### src/rtl/fcmp_pkg.sv
package fcmp_pkg;

  typedef enum logic [2:0] {
    CND_UNORD = 3'd0,
    CND_BLTA  = 3'd1,
    CND_EQ    = 3'd2,
    CND_ALEB  = 3'd3,
    CND_ALTB  = 3'd4,
    CND_NE    = 3'd5,
    CND_NLT   = 3'd6,
    CND_RSVD  = 3'd7
  } cond_e;

  typedef struct packed {
    logic nan;
    logic snan;
    logic zero;
    logic neg;
  } fp_class_t;

endpackage

### src/rtl/fcmp_classify.sv
module fcmp_classify
  import fcmp_pkg::*;
#(
  parameter int EXP_W = 8,
  parameter int MAN_W = 23,
  localparam int FP_W  = 1 + EXP_W + MAN_W,
  localparam int MAG_W = FP_W - 1
) (
  input  logic [FP_W-1:0]  op,
  output fp_class_t        cls,
  output logic [MAG_W-1:0] mag
);

  logic [EXP_W-1:0] expo;
  logic [MAN_W-1:0] frac;

  assign expo = op[FP_W-2 -: EXP_W];
  assign frac = op[MAN_W-1:0];

  function automatic logic exp_saturated(input logic [EXP_W-1:0] e);
    return &e;
  endfunction

  function automatic logic is_nan(input logic [EXP_W-1:0] e, input logic [MAN_W-1:0] f);
    return exp_saturated(e) && (|f);
  endfunction

  // Quiet bit is the top fraction bit; a clear quiet bit on a NaN marks it signaling.
  function automatic logic is_snan(input logic [EXP_W-1:0] e, input logic [MAN_W-1:0] f);
    return is_nan(e, f) && !f[MAN_W-1];
  endfunction

  always_comb begin
    cls.nan  = is_nan(expo, frac);
    cls.snan = is_snan(expo, frac);
    cls.zero = ~|op[MAG_W-1:0];
    cls.neg  = op[FP_W-1];
    mag      = op[MAG_W-1:0];
  end

endmodule

### src/rtl/fcmp_order.sv
module fcmp_order
  import fcmp_pkg::*;
#(
  parameter int MAG_W = 31
) (
  input  fp_class_t        cls_a,
  input  fp_class_t        cls_b,
  input  logic [MAG_W-1:0] mag_a,
  input  logic [MAG_W-1:0] mag_b,
  output logic             a_lt_b,
  output logic             b_lt_a,
  output logic             a_eq_b,
  output logic             unordered,
  output logic             any_snan
);

  // Strict ordering of two non-NaN values in sign-magnitude form.
  function automatic logic ordered_less(
    input fp_class_t x, input fp_class_t y,
    input logic [MAG_W-1:0] mx, input logic [MAG_W-1:0] my
  );
    logic r;
    if (x.zero && y.zero)   r = 1'b0;
    else if (x.neg != y.neg) r = x.neg;
    else if (!x.neg)        r = (mx < my);
    else                    r = (mx > my);
    return r;
  endfunction

  function automatic logic ordered_equal(
    input fp_class_t x, input fp_class_t y,
    input logic [MAG_W-1:0] mx, input logic [MAG_W-1:0] my
  );
    return (x.zero && y.zero) || ((x.neg == y.neg) && (mx == my));
  endfunction

  always_comb begin
    unordered = cls_a.nan | cls_b.nan;
    any_snan  = cls_a.snan | cls_b.snan;
    a_lt_b    = !unordered && ordered_less(cls_a, cls_b, mag_a, mag_b);
    b_lt_a    = !unordered && ordered_less(cls_b, cls_a, mag_b, mag_a);
    a_eq_b    = !unordered && ordered_equal(cls_a, cls_b, mag_a, mag_b);
  end

endmodule

### src/rtl/fcmp_select.sv
module fcmp_select
  import fcmp_pkg::*;
(
  input  logic [2:0] cond,
  input  logic       a_lt_b,
  input  logic       b_lt_a,
  input  logic       a_eq_b,
  input  logic       unordered,
  input  logic       any_snan,
  output logic       hit,
  output logic       inv,
  output logic       unsup
);

  always_comb begin
    hit   = 1'b0;
    inv   = 1'b0;
    unsup = 1'b0;
    unique case (cond_e'(cond))
      CND_UNORD: begin hit = unordered;         inv = any_snan;  end
      CND_BLTA:  begin hit = b_lt_a;            inv = unordered; end
      CND_EQ:    begin hit = a_eq_b;            inv = any_snan;  end
      CND_ALEB:  begin hit = a_lt_b | a_eq_b;   inv = unordered; end
      CND_ALTB:  begin hit = a_lt_b;            inv = unordered; end
      CND_NE:    begin hit = !a_eq_b;           inv = any_snan;  end
      CND_NLT:   begin hit = !a_lt_b;           inv = unordered; end
      CND_RSVD:  begin unsup = 1'b1;                             end
      default:   begin unsup = 1'b1;                             end
    endcase
  end

endmodule

### src/rtl/fcmp_unit.sv
module fcmp_unit
  import fcmp_pkg::*;
#(
  parameter int EXP_W   = 8,
  parameter int MAN_W   = 23,
  parameter int RES_W   = 32,
  parameter bit REG_OUT = 1'b1,
  localparam int FP_W   = 1 + EXP_W + MAN_W,
  localparam int MAG_W  = FP_W - 1,
  localparam int N_OPS  = 2
) (
  input  logic             clk,
  input  logic             rst_n,
  input  logic             in_valid,
  input  logic [FP_W-1:0]  ra,
  input  logic [FP_W-1:0]  rb,
  input  logic [2:0]       cond,
  output logic             out_valid,
  output logic [RES_W-1:0] result,
  output logic             invalid,
  output logic             unsupported
);

  logic [FP_W-1:0]  ops  [N_OPS];
  fp_class_t        cls  [N_OPS];
  logic [MAG_W-1:0] mags [N_OPS];

  assign ops[0] = ra;
  assign ops[1] = rb;

  for (genvar g = 0; g < N_OPS; g++) begin : g_cls
    fcmp_classify #(.EXP_W(EXP_W), .MAN_W(MAN_W)) u_cls (
      .op  (ops[g]),
      .cls (cls[g]),
      .mag (mags[g])
    );
  end

  // Named events for the checker.
  logic ev_a_lt_b, ev_b_lt_a, ev_eq, ev_unordered, ev_snan;
  logic ev_hit, ev_inv, ev_unsup;

  fcmp_order #(.MAG_W(MAG_W)) u_ord (
    .cls_a     (cls[0]),
    .cls_b     (cls[1]),
    .mag_a     (mags[0]),
    .mag_b     (mags[1]),
    .a_lt_b    (ev_a_lt_b),
    .b_lt_a    (ev_b_lt_a),
    .a_eq_b    (ev_eq),
    .unordered (ev_unordered),
    .any_snan  (ev_snan)
  );

  fcmp_select u_sel (
    .cond      (cond),
    .a_lt_b    (ev_a_lt_b),
    .b_lt_a    (ev_b_lt_a),
    .a_eq_b    (ev_eq),
    .unordered (ev_unordered),
    .any_snan  (ev_snan),
    .hit       (ev_hit),
    .inv       (ev_inv),
    .unsup     (ev_unsup)
  );

  logic [RES_W-1:0] res_word;
  assign res_word = in_valid ? RES_W'(ev_hit) : '0;

  if (REG_OUT) begin : g_reg
    always_ff @(posedge clk or negedge rst_n) begin
      if (!rst_n) begin
        out_valid   <= 1'b0;
        result      <= '0;
        invalid     <= 1'b0;
        unsupported <= 1'b0;
      end else begin
        out_valid   <= in_valid;
        result      <= res_word;
        invalid     <= in_valid & ev_inv;
        unsupported <= in_valid & ev_unsup;
      end
    end
  end else begin : g_comb
    assign out_valid   = in_valid;
    assign result      = res_word;
    assign invalid     = in_valid & ev_inv;
    assign unsupported = in_valid & ev_unsup;
  end

endmodule

### config.mk
export PLATFORM = sky130hd
export DESIGN_NAME = fcmp_unit
export DESIGN_NICKNAME = d
export VERILOG_FILES = /design/src/rtl/fcmp_pkg.sv /design/src/rtl/fcmp_classify.sv /design/src/rtl/fcmp_order.sv /design/src/rtl/fcmp_select.sv /design/src/rtl/fcmp_unit.sv
export SDC_FILE = /design/constraint.sdc
export NUM_CORES = 1
export LEC_CHECK = 0
export ABC_AREA = 1
export ABC_CLOCK_PERIOD_IN_PS = 800
export BUFFER_PORTS_ARGS = -buffer_cell sky130_fd_sc_hd__buf_2
export CAP_MARGIN = 0
export CORE_MARGIN = 2
export CORE_UTILIZATION = 41
export CTS_CLUSTER_DIAMETER = 120
export CTS_CLUSTER_SIZE = 25
export DETAILED_ROUTE_END_ITERATION = 10
export PLACE_DENSITY = 0.81
export SLEW_MARGIN = 15
export SYNTH_ARGS = -nofsm -noshare
export SYNTH_HDL_FRONTEND = slang
export SYNTH_SLANG_ARGS = --single-unit
### constraint.sdc
create_clock -name clk -period 0.8 [get_ports clk]
set_input_delay 0.16 -clock clk [delete_from_list [all_inputs] [get_ports clk]]
set_output_delay 0.16 -clock clk [all_outputs]
set_load 0.02 [all_outputs]
## Word level (Yosys, flattened, before mapping)

Index checks and enable logic that the tools add are counted.

- Magnitude comparators: 4
- Equality and inequality tests: 11
- Mux-type cells: 10
- Bitwise logic cells: 5
- Reduce and logical (&&, ||, !) cells: 26

Operator list:

| cell | count |
|---|---|
| $gt A31 B31 Y1 | 2 |
| $lt A31 B31 Y1 | 2 |
| $reduce_or A31 Y1 | 2 |
| $reduce_or A23 Y1 | 2 |
| $eq A31 B31 Y1 | 1 |
| $reduce_and A8 Y1 | 2 |
| $eq A3 B3 Y1 const B | 4 |
| $logic_and A1 B1 Y1 | 9 |
| $mux W1 | 8 |
| $logic_not A1 Y1 | 7 |
| $pmux W1 S7 | 1 |
| $eq A3 B2 Y1 const B | 2 |
| $reduce_or A4 Y1 | 1 |
| $eq A3 B1 Y1 const B | 1 |
| $logic_not A3 Y1 | 1 |
| $or A1 B1 Y1 | 3 |
| $reduce_or A3 Y1 | 1 |
| $and A1 B1 Y1 | 2 |
| $ne A1 B1 Y1 | 2 |
| $pmux W1 S2 | 1 |
| $eq A1 B1 Y1 | 1 |
| $logic_or A1 B1 Y1 | 1 |

- Register bits: 4
- Bits of input ports: 70
- Output and inout port bits: 35
- Word-level logic and storage cells: 60

## Longest topological paths before layout

Gate-level depths: netlist of the first run.

- Word-level depth: 8
- Mapped depth: 18
- Mapped depth without buffers: 18

## Modules after synthesis

A second synthesis of the first run with hierarchy kept.

- Cells, all modules: 370
- Area total of the unflattened synthesis: 2212.1 sq um

Modules (own cells, without submodules):

| module | times used | cells each | area each (sq um) | seq. area each (sq um) |
|---|---|---|---|---|
| fcmp_order | 1 | 171 | 987.2 | 0.0 |
| fcmp_classify | 2 | 64 | 371.6 | 0.0 |
| fcmp_unit | 1 | 42 | 359.1 | 100.1 |
| fcmp_select | 1 | 29 | 122.6 | 0.0 |

## Worst setup path before layout of the first run

OpenSTA, ideal clock, no wires.

- Path type: input to register
- Start: input rb[30]
- End: register result[0]
- Setup time: 117 ps
- Data arrival time: 1487 ps
- Data required time: 683 ps
- Path slack: -804 ps
- Stages on the path: 15
- Buffers on the path: 0
- Path through: inv_1 > ha_1 > nand2_1 > nor2_2 > nand2_2 > nor2_2 > nand4_1 > nand2_1 > nand2_1 > a21oi_2 > nand2_1 > nor2_1 > nand3_1 > nor2_1 > nor2_1

- Longest elaborated chain between the ends: 8
- Elaborated cells on any way between the ends: 28
- Those cells by class: 4 x order compare; 1 x eq/ne; 8 x mux; 2 x bitwise; 13 x reduce/logical

RTL lines:

| item | RTL line | RTL |
|---|---|---|
| start, declared | fcmp_unit.sv:16 | `input logic [FP_W-1:0] rb,` |
| $lt A31 B31 Y1, or another cell as far along | fcmp_order.sv:25 | `else if (!x.neg) r = (mx < my);` |
| $mux W1, or another cell as far along | fcmp_order.sv:25 |  |
| $mux W1, or another cell as far along | fcmp_order.sv:24 | `else if (x.neg != y.neg) r = x.neg;` |
| $mux W1, or another cell as far along | fcmp_order.sv:23 | `if (x.zero && y.zero) r = 1'b0;` |
| $logic_and A1 B1 Y1 (on tied branches) | fcmp_order.sv:40, fcmp_order.sv:42 |  |
| $or A1 B1 Y1, or another cell as far along | fcmp_select.sv:23 | `CND_ALEB: begin hit = a_lt_b \| a_eq_b; inv = unordered; end` |
| $pmux W1 S7 * | fcmp_select.sv:19 | `unique case (cond_e'(cond))` |
| $mux W1 * | fcmp_unit.sv:68 | `assign res_word = in_valid ? RES_W'(ev_hit) : '0;` |
| net res_word[0] | fcmp_unit.sv:67 | `logic [RES_W-1:0] res_word;` |
| end signal, assigned | fcmp_unit.sv:79 | `result <= res_word;` |
| end, declared | fcmp_unit.sv:19 | `output logic [RES_W-1:0] result,` |

The timed path passes the listed nets; every way through them passes the cells marked *.

## Worst setup path after layout of the first run

- Start: input rb[3]
- End: register result[0]

- Longest elaborated chain between the ends: 8
- Elaborated cells on any way between the ends: 28
- Those cells by class: 4 x order compare; 1 x eq/ne; 8 x mux; 2 x bitwise; 13 x reduce/logical

RTL lines:

| item | RTL line |
|---|---|
| $lt A31 B31 Y1, or another cell as far along | fcmp_order.sv:25 |
| $mux W1, or another cell as far along | fcmp_order.sv:25 |
| $mux W1, or another cell as far along | fcmp_order.sv:24 |
| $mux W1, or another cell as far along | fcmp_order.sv:23 |
| $logic_and A1 B1 Y1 (on tied branches) | fcmp_order.sv:40, fcmp_order.sv:42 |
| $or A1 B1 Y1, or another cell as far along | fcmp_select.sv:23 |
| $pmux W1 S7 * | fcmp_select.sv:19 |
| $mux W1 * | fcmp_unit.sv:68 |
| net res_word[0] | fcmp_unit.sv:67 |

Marks and branches as above.

==> results.json, run 1 <==
{
  "outcome": "finished with violations",
  "violations": "negative setup slack",
  "cts_num_sinks": 4,
  "die_height_microns": 70.4,
  "cts_buffers": 3,
  "max-vdd-ir-drop_mv": 0.317,
  "achievable-frequency_mhz": 591,
  "synth_sequential_area_ratio": 0.0554,
  "globalRoute.totalOverflow": 0,
  "power_frac_seq": 0.092,
  "post-route-util": 0.757,
  "power.switching_mw": 1.04,
  "post-dp-hpwl_microns": 4320,
  "clock_power_share": 0.189,
  "antennaDiodeCount": 0,
  "layout_worst_path_cycle_share": 2.12,
  "critPathKind": "input port to flop",
  "die_w_microns": 70.4,
  "grt_antenna_before_repair": 0,
  "endpoint_type_of_the_worst_setup_path": "flop",
  "areaGrowthSynthToFinish_pct": 79.9,
  "postSynthCellCount": 329,
  "yosys_warnings": 0,
  "p_sw_frac": 0.442,
  "power_leakage_nw": 1.66,
  "grt_pass1_vias": 2149,
  "totalNegativeSetupSlack_ns": -1.56,
  "grt_util_all_layers": 0.207,
  "pwr_density_cell_mw_per_mm2": 725,
  "drtIter0Drc": 177,
  "remaining_drc_errors": 0,
  "layout.cells.non_filler": 500,
  "cp_max_fo": 2,
  "numPortBuffers": 73,
  "mappedNetlistArea_sq_mm": 0.00181,
  "core_region_area_sq_mm": 0.00429,
  "routability_congestion_estimate_from_global_placement": 0.929,
  "timing_hold_violations_final": 0,
  "maxCapViolations": 0,
  "detail_route.vias_per_cell": 4.99,
  "critical_path.startpoint_type": "input port",
  "final_antenna_net_count": 0,
  "arrival_time_at_the_worst_endpoint_ns": 1.84,
  "cts_tree": "built",
  "vias": 2495,
  "worst_setup_slack_post_dpl_ns": -1.09,
  "floorplan.rows": 24,
  "grt_pass1_wl_microns": 8580,
  "drt_pass1_iterations": 4,
  "critical_path_required_ns": 0.94,
  "design.final.nets": 551,
  "share_of_final_layout_standard_cells_stronger_than_drive_strength_1": 0.527,
  "clockRootBuffer": "sky130_fd_sc_hd__clkbuf_8",
  "slew_violations": 0,
  "min-delay-path-class": "input port to flop",
  "power.combinational.fraction": 0.720,
  "whs_ns": 0.0587,
  "finalSetupViolations": 6,
  "netlist_cell_types": 21,
  "start_util": 0.421,
  "routed_wire_length_per_instance_microns": 13.8,
  "setup_repair_after_global_routing_missed_its_margin": "true",
  "ys_seq_elements": 4,
  "power_report.internal_total_mw": 1.31,
  "cts_h_tree_lvls": 1,
  "clockBufferDepth": 2,
  "routed_wirelength_microns": 6900,
  "dp.cells": 490,
  "largest_net_degree_at_the_start_of_global_routing": 6,
  "floorplan.io_pins": 105,
  "cts.reportedPaths.clkPinSlew_ns": 0.03,
  "final.min_clock_period_ns": 1.69,
  "die-area_sq_mm": 0.00495,
  "syn-mean-instance-area_sq_um": 5.49,
  "worst_slack_ns": -0.892
}
-- cells in the mapped netlist, drive strengths merged --
cell | instances | area, sq um
o21ai | 1 | 5.00
o22ai | 1 | 6.26
nand3b | 1 | 7.51
dfrtp | 4 | 100
inv | 57 | 214
nand3 | 12 | 60.1
conb | 1 | 3.75
and2 | 2 | 12.5
xnor2 | 1 | 8.76
nand4 | 7 | 43.8
a21o | 2 | 15.0
nor3 | 4 | 20.0
nor2 | 72 | 280
nand2 | 88 | 335
a21oi | 14 | 73.8
buf | 31 | 233
ha | 31 | 388
-- flip-flops by register name (all words and copies together), names as in the netlist --
register / count
invalid: 1
out_valid: 1
result: 1
unsupported: 1
-- path summary, 6_finish.rpt --
| path | from | end | slack [ns] | cells after the start |
|---|---|---|---|---|
| min in group asynchronous | rst_n | invalid | 0.28 | 2 |
| max | rb[3] | result[0] | -0.89 | 17 |
| max in group asynchronous | rst_n | result[0] | 0.40 | 2 |
| min | in_valid | out_valid | 0.06 | 1 |
-- logic make-up after synthesis --
| kind of cell | synth area share |
|---|---|
| and+or+nand+nor | 0.420 |
| buffers and inverters | 0.247 |
| adders and majority gates | 0.215 |
| AOI/OAI and AO/OA | 0.0554 |
| DFF | 0.0554 |
| xor gates and xnor gates | 0.00485 |
| other | 0.00208 |
-- worst max-delay path, stage by stage --
cell and delay, ns:
sky130_fd_sc_hd__buf_2 0.11, sky130_fd_sc_hd__inv_2 0.05, sky130_fd_sc_hd__ha_4 0.25, sky130_fd_sc_hd__nand2_2 0.07, sky130_fd_sc_hd__nor2_4 0.12, sky130_fd_sc_hd__nand2_2 0.06
sky130_fd_sc_hd__nor2_2 0.14, sky130_fd_sc_hd__nand4_1 0.13, sky130_fd_sc_hd__nand2_2 0.11, sky130_fd_sc_hd__buf_4 0.11, sky130_fd_sc_hd__buf_4 0.09, sky130_fd_sc_hd__nand4_1 0.09
sky130_fd_sc_hd__nand2_1 0.09, sky130_fd_sc_hd__nor2_1 0.04, sky130_fd_sc_hd__nand3_1 0.06, sky130_fd_sc_hd__nor2_1 0.05, sky130_fd_sc_hd__nor2_1 0.11
-- layout make-up --
| cell class | instances | area, sq um |
|---|---|---|
| Multi-Input combinational cell | 267 | 1970 |
| Fill cell | 294 | 1040 |
| Timing Repair Buffer | 117 | 852 |
| Inverter | 57 | 221 |
| Sequential cell | 4 | 100 |
| Tap cell | 52 | 65.1 |
| Clock buffer | 3 | 41.3 |
-- layer usage --
| metal | part of all wire | track usage | routed length, microns | vias up |
|---|---|---|---|---|
| met5 | 0 | 0 | 0 | - |
| met4 | 0.045 | 0.0620 | 310 | 0 |
| met3 | 0.062 | 0.0260 | 426 | 34 |
| met2 | 0.54 | 0.419 | 3700 | 136 |
| met1 | 0.36 | 0.216 | 2460 | 1129 |
| li1 | - | - | - | 1196 |
-- power by group through the flow --
stage	Sequential [mW]	Clock, mW	Combinational, mW
after floorplan	0.228	0	0.701
after global placement	0.216	0	1.06
after detailed placement	0.217	0	1.09
after CTS	0.217	0.452	1.26
after global routing	0.217	0.458	1.84
final	0.216	0.444	1.69
-- per-stage QoR --
step	total power, mW	instance area [sq um]
2_1_floorplan	0.929	1950
3_3_place_gp	1.27	2420
3_5_place_dp	1.31	2420
4_1_cts	1.93	2740
5_1_grt	2.51	3250
6_report	2.36	3250
-- placed cells by master, fill, tap and decap left out, drive strengths merged --
cell type / n
nand3: 12
conb: 31
o21ai: 1
clkbuf: 3
nand3b: 1
dfrtp: 4
buf: 116
nor3: 4
and2: 2
xnor2: 1
a21o: 2
a21oi: 14
ha: 31
dlygate4sd3: 1
o22ai: 1
inv: 57
nor2: 72
nand4: 7
nand2: 88
-- what timing repair did --
item                       4_1_cts  5_1_grt
pin swaps                       31       68
buffers inserted                 4        2
hold buffers                     1        0
setup endpoints to repair        6        6
cloned                           0        0
hold endpoints to repair         4        0
gates resized for setup         51      108
Note: power is estimated with default switching activity, not from simulation.
==> run 2, diff against run 1 <==
Settings changed: ABC_CLOCK_PERIOD_IN_PS 800 to 1850, CORE_UTILIZATION 41 to 45, MAX_ROUTING_LAYER set to met4, PLACE_DENSITY 0.81 to 0.84.
Clock period 0.8 ns to 1.85 ns, I/O delays scaled along.
==> results.json, run 2 (synthesis gave the netlist of run 1 again) <==
{
  "pwr_density_cell_mw_per_mm2": 303,
  "grt_pass1_vias": 1853,
  "p_sw_frac": 0.422,
  "routability_congestion_estimate_from_global_placement": 0.842,
  "whs_ns": 0.274,
  "start_util": 0.458,
  "timing.critical_path.from": "rb[22]",
  "drtIter0Drc": 94,
  "power.combinational.fraction": 0.645,
  "floorplan.io_pins": 105,
  "design.final.nets": 542,
  "worst_slack_ns": -0.00726,
  "areaGrowthSynthToFinish_pct": 41.4,
  "share_of_final_layout_standard_cells_stronger_than_drive_strength_1": 0.319,
  "globalRoute.totalOverflow": 0,
  "arrival_time_at_the_worst_endpoint_ns": 1.96,
  "layout.filler_cells": 397,
  "cts_h_tree_lvls": 1,
  "antennaDiodeCount": 0,
  "power_frac_seq": 0.120,
  "vias": 2223,
  "power_report.internal_total_mw": 0.446,
  "grt_pass1_wl_microns": 6980,
  "achievable-frequency_mhz": 538,
  "critPathKind": "input port to flop",
  "cts_num_sinks": 4,
  "floorplan.rows": 23,
  "numPortBuffers": 73,
  "die_w_microns": 67.4,
  "register_area_sq_um": 100,
  "cp_max_fo": 4,
  "endpoint_type_of_the_worst_setup_path": "flop",
  "clockRootBuffer": "sky130_fd_sc_hd__clkbuf_8",
  "outcome": "finished with violations",
  "finalSetupViolations": 1,
  "hold_path_end": "out_valid",
  "routed_wirelength_microns": 4720,
  "min-delay-path-class": "input port to flop",
  "largest_net_degree_at_the_start_of_global_routing": 8,
  "routed_wire_length_per_instance_microns": 9.65,
  "min_delay_path_depth": 1,
  "final.min_clock_period_ns": 1.86,
  "cts.reportedPaths.clkPinSlew_ns": 0.03,
  "critical_path_required_ns": 1.96,
  "cts_tree": "built",
  "final_antenna_net_count": 0,
  "detail_route.vias_per_cell": 4.55,
  "remaining_drc_errors": 0,
  "most_common_cell_after_layout_fill_and_taps_aside": "sky130_fd_sc_hd__nand2_1",
  "footprint_of_the_multi_input_gates_sq_mm": 0.00151,
  "cts_buffers": 3,
  "cp_cell_sequence": "buf_2 -> inv_1 -> ha_1 -> nand2_1 -> inv_1 -> nand2_1 -> inv_1 -> nand2_1 -> nand2_1 -> a21oi_1 -> nand2_2 -> a21oi_1 -> nor2_1 -> nor2_1 -> nand3_1 -> nor2_1 -> nor2_1",
  "clock_power_share": 0.235,
  "slew_violations": 0,
  "layout.cells.most_common_list": "sky130_fd_sc_hd__nand2_1, sky130_fd_sc_hd__buf_2, sky130_fd_sc_hd__nor2_1",
  "power.switching_mw": 0.327,
  "critical_path.startpoint_type": "input port",
  "grt_antenna_before_repair": 0,
  "drt_pass1_iterations": 4,
  "die-area_sq_mm": 0.00454,
  "grt_util_all_layers": 0.197,
  "post-dp-hpwl_microns": 4010,
  "layout_worst_path_cycle_share": 1.00,
  "critical_path.max_stage_delay_ns": 0.28,
  "setup_repair_after_global_routing_missed_its_margin": "true",
  "post-route-util": 0.648,
  "timing_hold_violations_final": 0,
  "power_leakage_nw": 1.53,
  "critical_path.slowest_cell": "sky130_fd_sc_hd__ha_1",
  "violations": "negative setup slack",
  "maxCapViolations": 0,
  "clockBufferDepth": 2,
  "min_from": "in_valid",
  "die_height_microns": 67.4,
  "core_region_area_sq_mm": 0.00394,
  "max-vdd-ir-drop_mv": 0.132
}
[run 2: routing by layer]
layer	part of all wire	global-route usage
met5	0	-
met3	0.064	0.0100
met1	0.43	0.240
met4	0	0.0230
met2	0.50	0.366
[run 2: area by class of cell]
class / count / area share
inverters: 57 / 0.0837
repair buffers: 108 / 0.247
clock buffers: 3 / 0.0162
flip-flops and latches: 4 / 0.0392
multi-input cells: 267 / 0.590
well taps: 50 / 0.0245
[run 2: critical path, delay by kind of cell]
| kind | cells | cell delay (ns) |
|---|---|---|
| AND/OR/NAND/NOR | 10 | 0.80 |
| AO/OA/AOI/OAI | 2 | 0.29 |
| adder cells (fa/ha/maj) | 1 | 0.28 |
| buffers and inverters | 4 | 0.23 |
[run 2: through the flow]
stage	cell area [sq um]	std cells	TNS, ns	worst slack (ns)	total power, mW
2_1_floorplan	1920	359	0	0.0360	0.398
6_report	2550	489	-0.00726	-0.00726	0.773
3_5_place_dp	2360	484	-0.219	-0.219	0.550
4_1_cts	2410	488	0	0.00505	0.737
3_3_place_gp	2360	484	-0.151	-0.151	0.539
5_1_grt	2550	489	-0.147	-0.147	0.851
[run 2: power groups by stage]
stage                     Sequential [mW]  Clock [mW]  Combinational, mW
after floorplan                    0.0984           0              0.300
after global placement             0.0934           0              0.446
after detailed placement           0.0935           0              0.457
after CTS                          0.0926       0.184              0.461
after global routing               0.0929       0.194              0.565
final                              0.0924       0.182              0.499
[run 2: repair_timing]
| item | 4_1_cts | 5_1_grt |
|---|---|---|
| buffers inserted | 0 | 1 |
| endpoints found under the setup margin | 0 | 1 |
| hold buffers | 1 | 0 |
| gates resized for setup | 0 | 23 |
| endpoints found under the hold margin | 4 | 0 |
[run 2: worst max path at each step]
stage                endpoint  slack, ns  cells after the start
finish              result[0]     -0.007                     17
CTS                 result[0]      0.005                     15
global placement    result[0]      -0.15                     15
floorplan           result[0]       0.04                     15
detailed placement  result[0]      -0.22                     15
global route        result[0]      -0.15                     15
